**src/rtl/arb_pkg.sv**
```systemverilog
package arb_pkg;

  typedef enum logic [1:0] {
    ST_IDLE,
    ST_LANE0,
    ST_LANE1,
    ST_DONE
  } ctlState_e;

  // strobes from control to datapath
  typedef struct packed {
    logic latch;    // sample address, data and straps
    logic clr;      // clear output bytes at read start
    logic laneSel;  // lane being served
    logic cap;      // capture read byte of laneSel
  } dpStrobe_t;

endpackage

```
**src/rtl/arb_sync.sv**
```systemverilog
module arb_sync #(
  parameter int WIDTH = 3,
  parameter int STAGES = 2,
  parameter logic [WIDTH-1:0] RST_VAL = '1
) (
  input  logic             clk,
  input  logic             rstN,
  input  logic [WIDTH-1:0] din,
  output logic [WIDTH-1:0] dout
);

  logic [WIDTH-1:0] stageQ [STAGES];

  always_ff @(posedge clk or negedge rstN) begin
    if (!rstN) begin
      for (int s = 0; s < STAGES; s++) stageQ[s] <= RST_VAL;
    end else begin
      stageQ[0] <= din;
      for (int s = 1; s < STAGES; s++) stageQ[s] <= stageQ[s-1];
    end
  end

  assign dout = stageQ[STAGES-1];

endmodule

```
**src/rtl/arb_ctrl.sv**
```systemverilog
module arb_ctrl
  import arb_pkg::*;
#(
  parameter int SYNC_STAGES = 2
) (
  input  logic       clk,
  input  logic       rstN,
  input  logic       csN,
  input  logic       oeN,
  input  logic       weN,
  input  logic [1:0] beIn,
  input  logic       wide16,
  output dpStrobe_t  strb,
  output logic       regRd,
  output logic       regWr,
  output logic       regFreeze,
  output logic       extWait
);

  logic [2:0] syncOut;
  logic csS, oeS, weS;
  logic oePrev, wePrev;
  logic rdFall, wrFall, startRd, startWr;
  ctlState_e state, stateNext;
  logic isReadQ;
  logic [1:0] laneEnQ;
  logic laneActive;

  arb_sync #(.WIDTH(3), .STAGES(SYNC_STAGES), .RST_VAL(3'b111)) u_sync (
    .clk (clk),
    .rstN(rstN),
    .din ({csN, oeN, weN}),
    .dout(syncOut)
  );
  assign {csS, oeS, weS} = syncOut;

  always_ff @(posedge clk or negedge rstN) begin
    if (!rstN) begin
      oePrev <= 1'b1;
      wePrev <= 1'b1;
    end else begin
      oePrev <= oeS;
      wePrev <= weS;
    end
  end

  assign rdFall  = oePrev & ~oeS & ~csS;
  assign wrFall  = wePrev & ~weS & ~csS;
  assign startWr = wrFall;
  assign startRd = rdFall & ~wrFall;

  always_ff @(posedge clk or negedge rstN) begin
    if (!rstN) begin
      state   <= ST_IDLE;
      isReadQ <= 1'b0;
      laneEnQ <= 2'b00;
    end else begin
      state <= stateNext;
      if (state == ST_IDLE && (startRd || startWr)) begin
        isReadQ <= startRd;
        if (startRd) laneEnQ <= wide16 ? 2'b11 : 2'b01;
        else         laneEnQ <= wide16 ? beIn  : 2'b01;
      end
    end
  end

  assign laneActive = (state == ST_LANE0) ? laneEnQ[0] :
                      (state == ST_LANE1) ? laneEnQ[1] : 1'b0;

  always_comb begin
    stateNext = state;
    strb      = '0;
    regFreeze = 1'b0;
    case (state)
      ST_IDLE: begin
        if (startRd || startWr) begin
          strb.latch = 1'b1;
          strb.clr   = startRd;
          regFreeze  = startRd;
          stateNext  = ST_LANE0;
        end
      end
      ST_LANE0: begin
        strb.laneSel = 1'b0;
        strb.cap     = isReadQ & laneActive;
        stateNext    = ST_LANE1;
      end
      ST_LANE1: begin
        strb.laneSel = 1'b1;
        strb.cap     = isReadQ & laneActive;
        stateNext    = ST_DONE;
      end
      ST_DONE: begin
        if (oeS && weS) stateNext = ST_IDLE;
      end
      default: stateNext = ST_IDLE;
    endcase
  end

  assign regRd   = laneActive & isReadQ;
  assign regWr   = laneActive & ~isReadQ;
  assign extWait = (state == ST_LANE0) || (state == ST_LANE1);

  AST_RW_EXCL: assert property (@(posedge clk) disable iff (!rstN)
    !(regRd && regWr));

  AST_FRZ_THEN_READ: assert property (@(posedge clk) disable iff (!rstN)
    regFreeze |=> regRd);

  AST_FRZ_SINGLE: assert property (@(posedge clk) disable iff (!rstN)
    regFreeze |=> !regFreeze);

  AST_WAIT_SHORT: assert property (@(posedge clk) disable iff (!rstN)
    (extWait && $past(extWait)) |=> !extWait);

  AST_WR_NO_FREEZE: assert property (@(posedge clk) disable iff (!rstN)
    regWr |-> !$past(regFreeze));

endmodule

```
**src/rtl/arb_datapath.sv**
```systemverilog
module arb_datapath
  import arb_pkg::*;
#(
  parameter int WORD_AW = 6,
  parameter int BYTE_W  = 8
) (
  input  logic                  clk,
  input  logic                  rstN,
  input  dpStrobe_t             strb,
  input  logic [WORD_AW-1:0]    wordAddr,
  input  logic                  bank,
  input  logic [2*BYTE_W-1:0]   din,
  input  logic                  wide16,
  input  logic                  bigEnd,
  input  logic [BYTE_W-1:0]     regRdata,
  output logic [WORD_AW:0]      regAddr,
  output logic [BYTE_W-1:0]     regWdata,
  output logic [2*BYTE_W-1:0]   extDout
);

  localparam int LANES = 2;

  logic [WORD_AW-1:0]  wordQ;
  logic                bankQ, wideQ, bigQ;
  logic [2*BYTE_W-1:0] dinQ;
  logic                laneIdx;

  always_ff @(posedge clk or negedge rstN) begin
    if (!rstN) begin
      wordQ <= '0;
      bankQ <= 1'b0;
      wideQ <= 1'b0;
      bigQ  <= 1'b0;
      dinQ  <= '0;
    end else if (strb.latch) begin
      wordQ <= wordAddr;
      bankQ <= bank;
      wideQ <= wide16;
      bigQ  <= bigEnd;
      dinQ  <= din;
    end
  end

  // narrow bus always uses the lower lane
  assign laneIdx  = wideQ & strb.laneSel;
  assign regAddr  = {wordQ, wideQ ? (strb.laneSel ^ bigQ) : bankQ};
  assign regWdata = dinQ[laneIdx*BYTE_W +: BYTE_W];

  for (genvar g = 0; g < LANES; g++) begin : g_lane
    logic [BYTE_W-1:0] laneQ;
    always_ff @(posedge clk or negedge rstN) begin
      if (!rstN) begin
        laneQ <= '0;
      end else if (strb.clr) begin
        laneQ <= '0;
      end else if (strb.cap && (laneIdx == 1'(g))) begin
        laneQ <= regRdata;
      end
    end
    assign extDout[g*BYTE_W +: BYTE_W] = laneQ;
  end

  AST_DOUT_HOLD: assert property (@(posedge clk) disable iff (!rstN)
    (!strb.cap && !strb.clr) |=> $stable(extDout));

endmodule

```
**src/rtl/async_reg_bridge.sv**
```systemverilog
module async_reg_bridge
  import arb_pkg::*;
#(
  parameter int WORD_AW     = 6,
  parameter int SYNC_STAGES = 2
) (
  input  logic               clk,
  input  logic               rstN,
  input  logic [WORD_AW-1:0] extAddr,
  input  logic               extBank,
  input  logic [1:0]         extBe,
  input  logic               extCsN,
  input  logic               extOeN,
  input  logic               extWeN,
  input  logic [15:0]        extDin,
  output logic [15:0]        extDout,
  output logic               extWait,
  input  logic               wide16,
  input  logic               bigEnd,
  output logic [WORD_AW:0]   regAddr,
  output logic [7:0]         regWdata,
  input  logic [7:0]         regRdata,
  output logic               regRd,
  output logic               regWr,
  output logic               regFreeze
);

  dpStrobe_t strb;

  arb_ctrl #(.SYNC_STAGES(SYNC_STAGES)) u_ctrl (
    .clk      (clk),
    .rstN     (rstN),
    .csN      (extCsN),
    .oeN      (extOeN),
    .weN      (extWeN),
    .beIn     (extBe),
    .wide16   (wide16),
    .strb     (strb),
    .regRd    (regRd),
    .regWr    (regWr),
    .regFreeze(regFreeze),
    .extWait  (extWait)
  );

  arb_datapath #(.WORD_AW(WORD_AW), .BYTE_W(8)) u_dp (
    .clk     (clk),
    .rstN    (rstN),
    .strb    (strb),
    .wordAddr(extAddr),
    .bank    (extBank),
    .din     (extDin),
    .wide16  (wide16),
    .bigEnd  (bigEnd),
    .regRdata(regRdata),
    .regAddr (regAddr),
    .regWdata(regWdata),
    .extDout (extDout)
  );

endmodule

```
**config.mk**
```make
export PLATFORM = sky130hd
export DESIGN_NAME = async_reg_bridge
export DESIGN_NICKNAME = d
export VERILOG_FILES = /design/src/rtl/arb_pkg.sv /design/src/rtl/arb_sync.sv /design/src/rtl/arb_ctrl.sv /design/src/rtl/arb_datapath.sv /design/src/rtl/async_reg_bridge.sv
export SDC_FILE = /design/constraint.sdc
export NUM_CORES = 1
export LEC_CHECK = 0
export BUFFER_PORTS_ARGS = -buffer_cell sky130_fd_sc_hd__buf_2
export CORE_ASPECT_RATIO = 1.25
export CORE_MARGIN = 2
export CORE_UTILIZATION = 51
export CTS_CLUSTER_DIAMETER = 40
export DETAILED_ROUTE_END_ITERATION = 10
export PLACE_DENSITY = 0.91
export SETUP_SLACK_MARGIN = 0.5
export SYNTH_ARGS = -nofsm -noshare
export SYNTH_HDL_FRONTEND = slang
export SYNTH_HIERARCHICAL = 1
export SYNTH_SLANG_ARGS = --single-unit
export TNS_END_PERCENT = 5
```
**constraint.sdc**
```tcl
create_clock -name clk -period 2.4 [get_ports clk]
set_clock_uncertainty 0.1 [all_clocks]
set_input_delay 0.48 -clock clk [delete_from_list [all_inputs] [get_ports clk]]
set_output_delay 0.48 -clock clk [all_outputs]
set_load 0.01 [all_outputs]
```
==> flow_metrics.env <==
export IMPL_dieArea_um2=5340
export IMPL_drtAntennaViolNets=0
export IMPL_finalNonFillerCells=320
export IMPL_port_buffers=74
export IMPL_io_pins=75
export IMPL_min_period_ns=2.14
export IMPL_final_max_slew_violation_count=0
export IMPL_clkPwrFrac_pct=13.8
export IMPL_drc=0
export IMPL_synth_common_cells="dfrtp_1 (46), mux2_2 (34), nand2b_1 (25), mux2i_1 (17), dfstp_2 (8)"
export IMPL_max_slew_margin_rel_pct=69.9
export IMPL_ctsHoldBuffers=0
export IMPL_start_kind="flip-flop"
export IMPL_drt_first_pass_iters=6
export IMPL_avgSynthCellArea_um2=13.8
export IMPL_numCtsBuffers=5
export IMPL_fmax_mhz=467
export IMPL_path_clk_slew_ns=0.10
export IMPL_fin_nets=305
export IMPL_placed_cells=305
export IMPL_htree_levels=2
export IMPL_finalInstanceArea_um2=3080
export IMPL_drive_gt1_share_pct=58.8
export IMPL_synth_most_common_cell="dfrtp_1"
export IMPL_clockRootBuffer="clkbuf_8"
export IMPL_p_int_mw=2.37
export IMPL_initial_utilization_pct=52.2
export IMPL_die_h_um=81.2
export IMPL_whs_ns=0.00571
export IMPL_synth_cells=176
export IMPL_yosys_area_top_type="dfrtp_1"
export IMPL_path_max_fanout=8
export IMPL_synth_seq_area_share_pct=56.0
export IMPL_clk_latency_ns=0.31
export IMPL_synthesis_nets=222
export IMPL_placed_area_um2=2840
export IMPL_finalCritPeriodShare_pct=89.2
export IMPL_total_power_mw=3.63
export IMPL_wire_per_inst_um=15.1
export IMPL_synth_ff_type="dfrtp_1"
export IMPL_syn_area_um2=2430
export IMPL_r2r_start="u_ctrl/state[0]"
export IMPL_ys_ff_latch=54
export IMPL_grt_use_total_pct=18.6
export IMPL_dieWidth_um=65.8
export IMPL_grt_first_pass_wirelength_um=7510
export IMPL_gr_total_overflow=0
export IMPL_hold_class="in -> async"
export IMPL_synth_top_area_share_pct=47.3
export IMPL_yosys_warnings=6
export IMPL_fin_tns_setup_ns=0
export IMPL_finalSetupViolCount=0
export IMPL_async_flop_share_pct=100
export IMPL_antenna_found_initial=0
export IMPL_report_final_hold_viol_count=0
export IMPL_rr_worst_depth=8
export IMPL_worstPathRequired_ns=1.82
export IMPL_critical_path_class="reg -> out"
export IMPL_grt_max_degree=28
export IMPL_r2r_slack_ns=0.46
export IMPL_drv_cap=0
export IMPL_area_delta_synth_final_pct=26.5
export IMPL_power_frac_comb_pct=44.6
export IMPL_p_switching_mw=1.26
export IMPL_rows=28
export IMPL_wl_um=4820
export IMPL_seqPwrFrac_pct=41.6
export IMPL_vias_per_cell=5.06
export IMPL_cts_path_max_buffers=2
export IMPL_fin_util_pct=66.0
export IMPL_r2r_end="u_dp/g_lane[0].laneQ[4]"
export IMPL_coreArea_um2=4660
export IMPL_gp_congestion=0.687
export IMPL_tightestPinTransition_ns=0.452
export IMPL_antenna_cells=0
export IMPL_cts_tree="done"
export IMPL_power_density_nw_per_um2=1180
export IMPL_rsz0062_at_grt="true"
export IMPL_cp_end_kind="output pin"
export IMPL_via_count=1618
export IMPL_fillers=346
export IMPL_irDropWorstVdd_uv=842
export IMPL_yosys_top_cells_area="dfrtp_1 (47%), mux2_2 (16%), dfstp_2 (8.6%), mux2i_1 (7.0%), nand2b_1 (6.4%)"
export IMPL_power_leakage_nw=1.51
export IMPL_status="completed"
export IMPL_cts_sinks=54
export IMPL_setup_slack_ns=0.260
export IMPL_drtIter0Drc=49
export IMPL_ys_types=30
export IMPL_synth_edf_count=0
export IMPL_grt_pass1_vias=1673
export IMPL_switching_share_pct=34.7
export IMPL_dpl_worst_slack_ns=0.370
export IMPL_hpwl_um=3340
export IMPL_cp_arrival_ns=1.56
## per-layer routing
layer  share of wire [%]  vias up  global-route usage [%]
met5                   0        -                       0
met4                0.56        0                    5.00
met3                 7.1        2                    5.82
met2                  51       61                    31.3
met1                  41      796                    23.2
li1                    -      759                       -
## layout by cell type (no fill, tap or decap), types with 2 or more instances in the layout
master       n
nor2_1       3
clkbuf_8     5
buf_2       72
inv_1        2
dfstp_2      8
clkinvlp_4   2
buf_6        3
dfrtp_1     45
and2_4       2
mux2i_1     17
nand2b_4     3
mux2_2      33
a21boi_0     2
ha_4         3
buf_4       11
nand2b_1    24
ha_1         2
## state kept, by name, indices dropped and copies added, names as in the netlist
signal                count
u_ctrl/laneEnQ            2
u_ctrl/u_sync/dout        3
u_dp/bankQ                1
u_ctrl/isReadQ            1
u_dp/g_lane.laneQ        16
u_dp/wideQ                1
u_ctrl/state              2
u_ctrl/wePrev             1
u_dp/wordQ                6
u_ctrl/u_sync/stageQ      3
u_dp/bigQ                 1
u_ctrl/oePrev             1
u_dp/dinQ                16
## cell type report
type | count | area, um2 | share of cell area [%]
Tap cell | 60 | 75.1 | 2.44
Clock buffer | 6 | 72.6 | 2.36
Sequential cell | 54 | 1360 | 44.3
Timing Repair Buffer | 86 | 477 | 15.5
Inverter | 4 | 17.5 | 0.570
Clock inverter | 2 | 15.0 | 0.488
Multi-Input combinational cell | 108 | 1060 | 34.3
## worst max-delay path, cell delays in order, from the launching register on
cell and delay, ns:
dfrtp_1 0.42, inv_4 0.13, ha_4 0.18, nand2_8 0.08
mux2_4 0.32, buf_6 0.12
## kinds of logic after synthesis
kind of cell,Yosys count,synth area share [%]
flip-flops,54,56.0
multiplexers,52,23.2
AND/OR/NAND/NOR,40,10.7
buffers and inverters,14,3.76
AO/OA/AOI/OAI,9,2.88
adder cells (fa/ha/maj),6,3.09
XOR/XNOR,1,0.360
## repair_timing
item	CTS	global route
cloned	0	0
resized for setup	13	9
setup buffers	6	1
setup endpoints to repair	54	54
pin swaps	3	3
## power groups by stage
| stage | logic, mW | clock network, mW | registers, mW |
|---|---|---|---|
| CTS | 1.56 | 0.517 | 1.50 |
| finish | 1.62 | 0.502 | 1.51 |
| global route | 1.75 | 0.557 | 1.55 |
| detailed placement | 1.38 | 0 | 1.51 |
| global placement | 1.31 | 0 | 1.50 |
| floorplan | 0.848 | 0 | 1.54 |
## worst max-delay path by stage
stage / start / to / slack, ns / cells past startpoint
floorplan: u_ctrl/state[0] / u_dp/g_lane[1].laneQ[3] / 0.53 / 9
global placement: u_ctrl/state[0] / regWdata[0] / 0.43 / 5
detailed placement: u_ctrl/state[0] / u_dp/g_lane[0].laneQ[4] / 0.37 / 8
CTS: u_ctrl/state[0] / regWdata[2] / 0.27 / 5
global route: u_ctrl/state[0] / regWdata[2] / 0.20 / 5
finish: u_ctrl/state[0] / regWdata[2] / 0.26 / 5
(Power assumes the default switching activity.)
